## config.mk

```make
export PLATFORM = sky130hd
export DESIGN_NAME = flash_wstat
export DESIGN_NICKNAME = d
export VERILOG_FILES = /design/src/rtl/flash_wstat_pkg.sv /design/src/rtl/flash_wstat_classify.sv /design/src/rtl/flash_wstat_toggle.sv /design/src/rtl/flash_wstat_mux.sv /design/src/rtl/flash_wstat.sv
export SDC_FILE = /design/constraint.sdc
export NUM_CORES = 1
export LEC_CHECK = 0
export ABC_AREA = 0
export CORE_UTILIZATION = 34
export CTS_CLUSTER_SIZE = 12
export DETAILED_ROUTE_END_ITERATION = 8
export GPL_TIMING_DRIVEN = 0
export PLACE_DENSITY = 0.95
export SYNTH_ARGS = -nofsm -noshare
export SYNTH_HDL_FRONTEND = slang
export SYNTH_SLANG_ARGS = --single-unit
export TNS_END_PERCENT = 100
```

## constraint.sdc

```tcl
create_clock -name clk -period 6.2 [get_ports clk]
set_clock_uncertainty 0.15 [all_clocks]
set_input_delay 0.93 -clock clk [delete_from_list [all_inputs] [get_ports clk]]
set_output_delay 0.93 -clock clk [all_outputs]
set_load 0.03 [all_outputs]
```

## src/rtl/flash_wstat_pkg.sv

```systemverilog
package flash_wstat_pkg;

  localparam logic [2:0] OP_IDLE      = 3'd0;
  localparam logic [2:0] OP_PROG      = 3'd1;
  localparam logic [2:0] OP_ERASE     = 3'd2;
  localparam logic [2:0] OP_SUSP      = 3'd3;
  localparam logic [2:0] OP_SUSP_PROG = 3'd4;

  // status bit positions decoded by the host polling routine
  localparam int POLL_BIT = 7;
  localparam int TOG_BIT  = 6;
  localparam int ALT_BIT  = 2;

  typedef enum logic [1:0] {
    RC_ARRAY = 2'd0,
    RC_PROG  = 2'd1,
    RC_ERASE = 2'd2,
    RC_SUSP  = 2'd3
  } rd_class_e;

endpackage

```

## src/rtl/flash_wstat_classify.sv

```systemverilog
module flash_wstat_classify
  import flash_wstat_pkg::*;
#(
  parameter int ADDR_W = 8,
  parameter int SECT_W = 4
) (
  input  logic [2:0]        op_kind,
  input  logic [ADDR_W-1:0] rd_addr,
  input  logic [SECT_W-1:0] busy_sector,
  input  logic [SECT_W-1:0] susp_sector,
  output rd_class_e         rd_class
);

  localparam int SECT_LSB = ADDR_W - SECT_W;

  logic [ADDR_W-1:0] addr_sector;
  logic              hit_busy;
  logic              hit_susp;

  always_comb begin
    addr_sector = rd_addr >> SECT_LSB;
    hit_busy    = (addr_sector == ADDR_W'(busy_sector));
    hit_susp    = (addr_sector == ADDR_W'(susp_sector));
  end

  always_comb begin
    rd_class = RC_ARRAY;
    case (op_kind)
      OP_PROG:      if (hit_busy) rd_class = RC_PROG;
      OP_ERASE:     if (hit_busy) rd_class = RC_ERASE;
      OP_SUSP:      if (hit_susp) rd_class = RC_SUSP;
      OP_SUSP_PROG: begin
        if (hit_busy)      rd_class = RC_PROG;
        else if (hit_susp) rd_class = RC_SUSP;
      end
      default:      rd_class = RC_ARRAY;
    endcase
  end

endmodule

```

## src/rtl/flash_wstat_toggle.sv

```systemverilog
module flash_wstat_toggle
  import flash_wstat_pkg::*;
(
  input  logic      clk,
  input  logic      rst_n,
  input  logic      rd_oe,
  input  logic      op_start,
  input  rd_class_e rd_class,
  output logic      tog6,
  output logic      tog2
);

  localparam int NTOG = 2;

  logic      rd_oe_q;
  rd_class_e cls_q, cls_d;
  logic      read_done;
  logic [NTOG-1:0] tog_en;
  logic [NTOG-1:0] tog_q, tog_d;

  // hold the class seen while the strobe is high
  always_comb begin
    cls_d     = rd_oe ? rd_class : cls_q;
    read_done = rd_oe_q & ~rd_oe;
    tog_en[0] = (cls_q == RC_PROG) || (cls_q == RC_ERASE);
    tog_en[1] = (cls_q == RC_ERASE) || (cls_q == RC_SUSP);
  end

  always_ff @(posedge clk or negedge rst_n) begin
    if (!rst_n) begin
      rd_oe_q <= 1'b0;
      cls_q   <= RC_ARRAY;
    end else begin
      rd_oe_q <= rd_oe;
      cls_q   <= cls_d;
    end
  end

  for (genvar gi = 0; gi < NTOG; gi++) begin : g_tog
    always_comb begin
      if (op_start)                     tog_d[gi] = 1'b0;
      else if (read_done && tog_en[gi]) tog_d[gi] = ~tog_q[gi];
      else                              tog_d[gi] = tog_q[gi];
    end

    always_ff @(posedge clk or negedge rst_n) begin
      if (!rst_n) tog_q[gi] <= 1'b0;
      else        tog_q[gi] <= tog_d[gi];
    end
  end

  assign tog6 = tog_q[0];
  assign tog2 = tog_q[1];

endmodule

```

## src/rtl/flash_wstat_mux.sv

```systemverilog
module flash_wstat_mux
  import flash_wstat_pkg::*;
#(
  parameter int DATA_W = 16
) (
  input  rd_class_e         rd_class,
  input  logic              tog6,
  input  logic              tog2,
  input  logic              prog_poll_bit,
  input  logic [DATA_W-1:0] arr_data,
  output logic [DATA_W-1:0] dout
);

  logic poll_v, tog_v, alt_v;

  always_comb begin
    poll_v = arr_data[POLL_BIT];
    tog_v  = arr_data[TOG_BIT];
    alt_v  = arr_data[ALT_BIT];
    case (rd_class)
      RC_PROG:  begin poll_v = ~prog_poll_bit; tog_v = tog6; alt_v = tog2; end
      RC_ERASE: begin poll_v = 1'b0;           tog_v = tog6; alt_v = tog2; end
      RC_SUSP:  begin poll_v = 1'b1;           tog_v = 1'b1; alt_v = tog2; end
      default:  ;
    endcase
  end

  for (genvar gi = 0; gi < DATA_W; gi++) begin : g_bit
    if (gi == POLL_BIT) begin : g_poll
      assign dout[gi] = poll_v;
    end else if (gi == TOG_BIT) begin : g_tog
      assign dout[gi] = tog_v;
    end else if (gi == ALT_BIT) begin : g_alt
      assign dout[gi] = alt_v;
    end else begin : g_pass
      assign dout[gi] = arr_data[gi];
    end
  end

endmodule

```

## src/rtl/flash_wstat.sv

```systemverilog
module flash_wstat
  import flash_wstat_pkg::*;
#(
  parameter int DATA_W = 16,
  parameter int ADDR_W = 8,
  parameter int SECT_W = 4
) (
  input  logic              clk,
  input  logic              rst_n,
  input  logic [2:0]        op_kind,
  input  logic              op_start,
  input  logic [SECT_W-1:0] busy_sector,
  input  logic [SECT_W-1:0] susp_sector,
  input  logic              prog_poll_bit,
  input  logic [ADDR_W-1:0] rd_addr,
  input  logic              rd_oe,
  input  logic [DATA_W-1:0] arr_data,
  output logic [DATA_W-1:0] dout
);

  logic [1:0] rst_sync;
  logic       rst_int_n;
  rd_class_e  rd_class;
  logic       tog6, tog2;

  always_ff @(posedge clk or negedge rst_n) begin
    if (!rst_n) rst_sync <= 2'b00;
    else        rst_sync <= {rst_sync[0], 1'b1};
  end
  assign rst_int_n = rst_sync[1];

  flash_wstat_classify #(.ADDR_W(ADDR_W), .SECT_W(SECT_W)) u_classify (
    .op_kind     (op_kind),
    .rd_addr     (rd_addr),
    .busy_sector (busy_sector),
    .susp_sector (susp_sector),
    .rd_class    (rd_class)
  );

  flash_wstat_toggle u_toggle (
    .clk      (clk),
    .rst_n    (rst_int_n),
    .rd_oe    (rd_oe),
    .op_start (op_start),
    .rd_class (rd_class),
    .tog6     (tog6),
    .tog2     (tog2)
  );

  flash_wstat_mux #(.DATA_W(DATA_W)) u_mux (
    .rd_class      (rd_class),
    .tog6          (tog6),
    .tog2          (tog2),
    .prog_poll_bit (prog_poll_bit),
    .arr_data      (arr_data),
    .dout          (dout)
  );

endmodule

```

# Word-level counts from Yosys, hierarchy flattened
# Cells that the tools add are included.
# word_totals
input_bits	40
regBits	7
# classes
n_eq_ne	12
mux	12
reduce_logical	8
bitwise	5
# ops
op	n
$eq 2x2->1 const B	4
$eq 4x4->1	2
$pmux 2 s4	1
$eq 3x2->1 const B	2
$mux 1	6
$mux 2	3
$eq 2x1->1 const B	2
$not 1->1	4
$reduce_bool 2->1	2
$eq 3x1->1 const B	1
$eq 3x3->1 const B	1
$pmux 1 s3	1
$reduce_or 3->1	1
$logic_and 1x1->1	2
$logic_or 1x1->1	2
$pmux 1 s2	1
$reduce_or 2->1	1
$and 1x1->1	1

# Logic depth before layout (Yosys ltp)
# Gate-level depths: netlist of the first run.
# logic_depth
depth_word	7
mapped_depth	8
mapped_depth_nobuf	7

# Modules after synthesis
# From an unflattened synthesis of the first run, not the netlist that was laid out.
# hier_totals
cells_unflattened	70
area_unflattened_um2	636.9
# modules_own_cells
mod	cells_per_inst	area_each_um2	instances
flash_wstat_toggle	19	224.0	1
flash_wstat_mux	29	216.5	1
flash_wstat_classify	19	142.6	1
flash_wstat	3	53.8	1

# Worst setup path before layout of the first run
# OpenSTA, ideal clock, no wires.
# synth_path
path_kind	input-to-output
from	input port busy_sector[3]
to	output port dout[2]
required_time_ns	5.120
path_stages	7
path_buffers	1
slack_ns	2.701
t_arrival_ns	2.419
cell_sequence	xor2_1 nor4_4 nand3b_1 and2_1 ha_1 mux2_1 buf_4
# synth_via
elab_chain_cells	6
# synth_rtl
element	line	rtl
start, declared	flash_wstat.sv:12	input logic [SECT_W-1:0] busy_sector,
$eq 4x4->1 *	flash_wstat_classify.sv:22	hit_busy = (addr_sector == ADDR_W'(busy_sector));
$mux 2, or another cell as far along	flash_wstat_classify.sv:33	if (hit_busy) rd_class = RC_PROG;
$pmux 2 s4 *	flash_wstat_classify.sv:28	case (op_kind)
$eq 2x1->1 / $eq 2x2->1 (equally long branches)	flash_wstat_mux.sv:20	case (rd_class)
$reduce_or 3->1 (no source line) *	n/a	
$mux 1 *	flash_wstat_mux.sv:20	
end, declared	flash_wstat.sv:18	output logic [DATA_W-1:0] dout
# Every way passes the cells marked *; elsewhere a longest branch is shown, timed or not.

# Worst setup path after layout of the first run
# layout_path
from	input port rd_addr[5]
to	output port dout[2]
# layout_via
elab_chain_cells	7
# layout_rtl
element	line	rtl
start, declared	flash_wstat.sv:15	input logic [ADDR_W-1:0] rd_addr,
$eq 4x4->1	flash_wstat_classify.sv:23	hit_susp = (addr_sector == ADDR_W'(susp_sector));
$mux 2	flash_wstat_classify.sv:31, flash_wstat_classify.sv:34	
$mux 2	flash_wstat_classify.sv:33	
$pmux 2 s4 *	flash_wstat_classify.sv:28	
$eq 2x1->1 / $eq 2x2->1 (equally long branches)	flash_wstat_mux.sv:20	
$reduce_or 3->1 (no source line) *	n/a	
$mux 1 *	flash_wstat_mux.sv:20	
# Marks and branches as above.

==> reports/metrics.yaml, run 1 <==
route:
  avgRoutedWirePerCell_um: 10.1
  drt_iter0_markers: 0
  ant_nets: 0
  drt-pass1-iter-count: 1
  drt_wl_total_um: 1400
  drc: 0
  vias_per_cell: 4.34
  vias: 603
power:
  p_int_w: 0.000111
  power.switching_w: 0.0000499
  comb_power_share_pct: 42.7
  clkPwrFrac_pct: 26.0
  power_frac_seq_pct: 31.3
  ir_worst_vdd_mv: 0.120
  total_power_w: 0.000161
  swShare_pct: 31.0
  leakagePower_nw: 0.483
  power.density_mw_per_mm2: 146
place:
  port_buffers: 38
  place_hpwl_um: 1270
  globalplace.congestion: 0.669
critical_path:
  end_kind: "output pin"
  cp_cell_sequence: "clkdlybuf4s50_1 -> xor2_1 -> nor4_4 -> nand3b_1 -> and2_1 -> ha_1 -> mux2_1 -> buf_4 -> clkdlybuf4s50_1"
  path_max_fanout: 5
  crit_path_start_kind: "input pin"
  worst_path_largest_cell_delay_ns: 0.58
  crit_top_cell: "clkdlybuf4s50_1"
  critPathSlowestCell: "clkdlybuf4s50_1"
  cp.required_ns: 5.12
  arrival_ns: 3.55
  cp_top_family: "buffers and inverters"
  crit_type: "input pin to output pin"
  cp_num_buf_inv: 3
global_route:
  antenna_found_initial: 0
  first_global_vias: 553
  grt_pass1_wl_um: 2100
  grt-ovfl-total: 0
  grt_max_degree: 7
  track_usage_pct: 14.6
timing:
  setup_tns_ns: 0
  finalHoldViolations: 0
  max_clock_freq_mhz: 216
  rsz0062_at_grt: "false"
  slew_viol_final: 0
  finalCritPeriodShare_pct: 74.7
  period_minus_slack_ns: 4.63
  setup_viol_count_final: 0
cells_and_area:
  regArea_um2: 175
  finish.utilization_pct: 62.5
  fill_cells: 173
  fin_nets: 159
  multi_input_area_um2: 352
  drive_above_1_share_pct: 19.3
  num_antenna_cells: 0
  syn_to_final_growth_pct: 68.5
floorplan:
  die_h_um: 45.9
  pin_count: 56
  core_mm2: 0.00176
  initial_core_util_pct: 37.1
  die-area_mm2: 0.00210
  rows: 15
  die-width_um: 45.9
run_status:
  status: "finished, final reports clean"
clock_tree:
  clk_path_buf_depth: 2
  cts_root_buffer: "clkbuf_4"
  numCtsBuffers: 3
  clock_latency_ns: 0.25
  cts-htree-levels: 1
  ctsResizeCount: 0
  postCtsSetupBuffers: 0
  path_clk_slew_ns: 0.05
  cts_tree: "built"
  cts-hold-fix-buffers: 1
  clock_sinks: 7
worst_hold_path:
  hold_class: "register to register"
logic_synthesis:
  syn-num-nets: 115
  synth.area.top_cells: "dfrtp_1 27%, buf_4 18%, xor2_1 12%, ha_1 7.6%, nor4_4 6.5%"
  synth_area_per_cell_um2: 9.22
  yosysMostFrequentCell: "buf_4"
  syn_area_um2: 654
  seq_area_frac_synth_pct: 26.8
  synth_cells: 71
  synth-seq-cells: 7
  synthTopCellsByCount: "16 x buf_4, 9 x xor2_1, 7 x dfrtp_1, 6 x nor2_1"
  yosysUniqueCellTypes: 23
  synth_top_cell_by_area: "dfrtp_1"
  synthFlopType: "dfrtp_1"
  ys_async_sr_fraction_pct: 100
  yosysTopAreaCellShare_pct: 26.8
  synth_edf_count: 0
  ys_warn_count: 0
flow_run:
  drv_cap: 0
[per-layer routing]
layer  vias to the layer above  share of wire (%)  global-route usage [%]  wire [µm]
met5                         -                  0                       0          0
met4                         0               0.71                    5.29         10
met3                         2                 12                    6.35        168
met2                        38                 56                    28.7        788
met1                       256                 31                    12.6        432
li1                        307                  -                       -          -
[worst reg2reg max path: cells and delay by family (launching register included)]
kind                     cells  cell delay, ns
flip-flops                   1            0.37
adder cells (fa/ha/maj)      1            0.29
AND/OR/NAND/NOR              2            0.20
XOR/XNOR                     1            0.13
buffers and inverters        1            0.05
[power groups by stage]
stage	Combinational [W]	Clock, W	Sequential [W]
3_5_place_dp	0.0000684	0	0.0000519
2_1_floorplan	0.0000384	0	0.0000512
4_1_cts	0.0000697	0.0000447	0.0000505
6_report	0.0000687	0.0000419	0.0000504
5_1_grt	0.0000743	0.0000467	0.0000508
3_3_place_gp	0.0000667	0	0.0000516
[cell type report]
cell class                 count  area share [%]
timing repair buffer          39            35.4
multi-input combinational     46            31.9
sequential                     7            15.9
buffer                        16            10.9
tap                           25            2.84
clock buffer                   4            2.38
inverter                       2           0.681
[kinds of logic (layout without fill, tap and decap cells)]
family,Yosys count,count (layout),share of synthesized area (%)
AND/OR/NAND/NOR,19,19,19.3
buffers and inverters,18,61,19.5
XOR/XNOR,11,11,14.7
AO/OA/AOI/OAI,10,10,9.75
flip-flops,7,7,26.8
adder cells (fa/ha/maj),4,4,7.65
other,1,1,0.573
multiplexers,1,1,1.72
[flip-flops by register name (all words and copies together) (netlist names)]
name              flops
u_toggle.rd_oe_q      1
u_toggle.cls_q        2
u_toggle.tog6         1
u_toggle.tog2         1
rst_sync              2
[cell usage in the layout (no fill, tap or decap), types with 3 or more instances in the layout]
cell	synthesis	routed
dfrtp_1	7	7
nor2_1	6	6
clkbuf_4	0	3
nand2_1	4	4
buf_4	16	16
clkdlybuf4s50_1	0	38
a21oi_1	3	3
xor2_1	9	9
ha_1	4	4
[stage by stage]
stage,cell area (µm²),std cells,setup WS (ns),hold WS [ns]
2_1_floorplan,654,71,2.70,-0.0959
3_3_place_gp,1070,134,1.61,-0.0798
3_5_place_dp,1070,134,1.56,-0.0712
4_1_cts,1100,139,1.55,0.208
5_1_grt,1100,139,1.40,0.215
6_report,1100,139,1.57,0.201
[final timing paths]
check	startpoint	end	slack [ns]	cells after the start
max in group asynchronous	rst_n	rst_sync[0]	5.09	1
max	rd_addr[5]	dout[2]	1.57	9
min reg2reg	rst_sync[0]	rst_sync[1]	0.20	0
min in group asynchronous	rst_sync[1]	u_toggle.cls_q[1]	0.46	1
min	rst_sync[0]	rst_sync[1]	0.20	0
max reg2reg	u_toggle.cls_q[0]	u_toggle.tog6	4.90	5
Note: power is estimated with default switching activity, not from simulation.
==> run 2: changes to the inputs <==
Settings changed: CORE_UTILIZATION 34 to 31, PLACE_DENSITY 0.95 to 0.9.
Clock period 6.2 ns to 4.53 ns, I/O delays scaled along.
==> reports/metrics.yaml, run 2 (same netlist as run 1, synthesis figures left out) <==
clock_tree:
  cts-hold-fix-buffers: 1  # unchanged
  clock_sinks: 7  # unchanged
  numCtsBuffers: 3  # unchanged
  path_clk_slew_ns: 0.05  # about the same
  ctsResizeCount: 0  # unchanged
  cts_root_buffer: "clkbuf_4"
  cts-htree-levels: 1  # unchanged
  clk_path_buf_depth: 2  # unchanged
  postCtsSetupBuffers: 0  # unchanged
  cts_tree: "built"
  clock_latency_ns: 0.24  # about the same
timing:
  max_clock_freq_mhz: 243
  finalHoldViolations: 0  # unchanged
  rsz0062_at_grt: "false"
  finalCritPeriodShare_pct: 90.8
  setup_viol_count_final: 0  # unchanged
  slew_viol_final: 0  # unchanged
  period_minus_slack_ns: 4.11
  setup_tns_ns: 0  # unchanged
critical_path:
  worst_path_largest_cell_delay_ns: 0.58  # about the same
  cp_cell_sequence: "clkdlybuf4s50_1 -> xor2_1 -> nor4_4 -> a22oi_1 -> and2_1 -> ha_1 -> mux2_1 -> buf_4 -> clkdlybuf4s50_1"
  end_kind: "output pin"
  crit_type: "input pin to output pin"
  path_max_fanout: 5  # unchanged
  crit_top_cell: "clkdlybuf4s50_1"
  crit_path_start_kind: "input pin"
  arrival_ns: 3.29  # -0.26 ns
  cp.required_ns: 3.70  # -1.42 ns
  critPathSlowestCell: "clkdlybuf4s50_1"
route:
  wl_met2_um: 672  # -15%
  drt_wl_total_um: 1220  # -13%
  wl_met1_um: 447  # +3.5%
  vias_per_cell: 4.34  # about the same
  top_layer_used: "met3"
  drt_iter0_markers: 4  # +4
  vias: 612  # +1.5%
  drt-pass1-iter-count: 2  # +1
  avgRoutedWirePerCell_um: 8.68  # -14%
  ant_nets: 0  # unchanged
  drc: 0  # unchanged
  wl_met3_um: 104  # -38%
run_status:
  status: "finished, final reports clean"
cells_and_area:
  num_antenna_cells: 0  # unchanged
  drive_above_1_share_pct: 19.3  # unchanged
  syn_to_final_growth_pct: 68.8
  design_area_mm2: 0.00110  # +0.23%
  layout_commonest_cell: "clkdlybuf4s50_1"
  fin_nets: 159  # unchanged
  regArea_um2: 175  # unchanged
  final_cell_mix: "38 x clkdlybuf4s50_1, 16 x buf_4, 9 x xor2_1"
  multi_input_area_um2: 352  # unchanged
  fill_cells: 168  # -2.9%
  top_regs: "rst_sync: 2 flops, u_toggle.cls_q: 2 flops"
global_route:
  track_usage_pct: 11.8  # -2.8 points
  antenna_found_initial: 0  # unchanged
  grt-ovfl-total: 0  # unchanged
  grt_pass1_wl_um: 1920  # -8.8%
  grt_max_degree: 7  # unchanged
  first_global_vias: 562  # +1.6%
power:
  ir_worst_vdd_mv: 0.103  # -14%
  power.density_mw_per_mm2: 196  # +34%
  leakagePower_nw: 0.483  # unchanged
place:
  place_hpwl_um: 1130  # -10%
  place_area_mm2: 0.00107  # +0.23%
  globalplace.congestion: 0.656  # -1.9%
  port_buffers: 38  # unchanged
floorplan:
  rows: 16  # +1
  core_mm2: 0.00198  # +12%
  pin_count: 56  # unchanged
  die-width_um: 47.9  # +4.5%
  die-area_mm2: 0.00230  # +9.3%
  initial_core_util_pct: 33.0  # -4.1 points
  die_h_um: 47.9  # +4.5%
flow_run:
  drv_cap: 0  # unchanged
worst_hold_path:
  hold_class: "register to register"
[run 2: cell counts in the layout (fill, tap and decap cells not counted)]
Identical to the previous run, type by type.
[run 2: path summary, 6_finish.rpt]
kind | startpoint | endpoint | cells after the start | slack, ns
hold / removal | rst_sync[0] | rst_sync[1] | 0 | 0.20
max in group asynchronous | rst_sync[1] | u_toggle.rd_oe_q | 1 | 3.57
min in group asynchronous | rst_n | rst_sync[0] | 1 | 0.45
setup / recovery | rd_addr[5] | dout[2] | 9 | 0.42
setup reg to reg | u_toggle.cls_q[0] | u_toggle.tog6 | 5 | 3.23
hold reg to reg | rst_sync[0] | rst_sync[1] | 0 | 0.20
[run 2: power breakdown]
part	total, W	leakage [nW]	internal, W	switching [W]
combinational	0.0000939	0.381	0.0000519	0.0000420
sequential	0.0000692	0.0871	0.0000668	0.00000241
clock	0.0000530	0.0150	0.0000334	0.0000196
[run 2: area by class of cell]
class	instances	area share (%)
Timing Repair Buffer	39	35.3
Tap cell	27	3.06
Sequential cell	7	15.9
Inverter	2	0.680
Multi-Input combinational cell	46	31.8
Buffer	16	10.9
Clock buffer	4	2.38
[run 2: metal layers]
layer | vias to the layer above | track usage [%]
met4 | 0 | 1.67
met2 | 41 | 24.6
met5 | - | 0
li1 | 306 | -
met3 | 0 | 3.40
met1 | 265 | 11.5
[run 2: worst max-delay path, delay by kind of cell]
| family | cells | cell delay, ns |
|---|---|---|
| AO/OA/AOI/OAI | 1 | 0.18 |
| XOR/XNOR | 1 | 0.20 |
| adder cells (fa/ha/maj) | 1 | 0.23 |
| buffers and inverters | 3 | 1.16 |
| multiplexers | 1 | 0.32 |
| AND/OR/NAND/NOR | 2 | 0.52 |
[run 2: through the flow]
stage	hold WS, ns	worst slack (ns)	power, W	utilization, %	std cells
floorplan	-0.0959	1.53	0.000123	-	71
global placement	-0.0746	0.421	0.000162	53.9	136
detailed placement	-0.0722	0.385	0.000164	53.9	136
CTS	0.199	0.385	0.000219	55.7	141
global route	0.228	0.249	0.000232	55.7	141
finish	0.201	0.415	0.000216	55.7	141
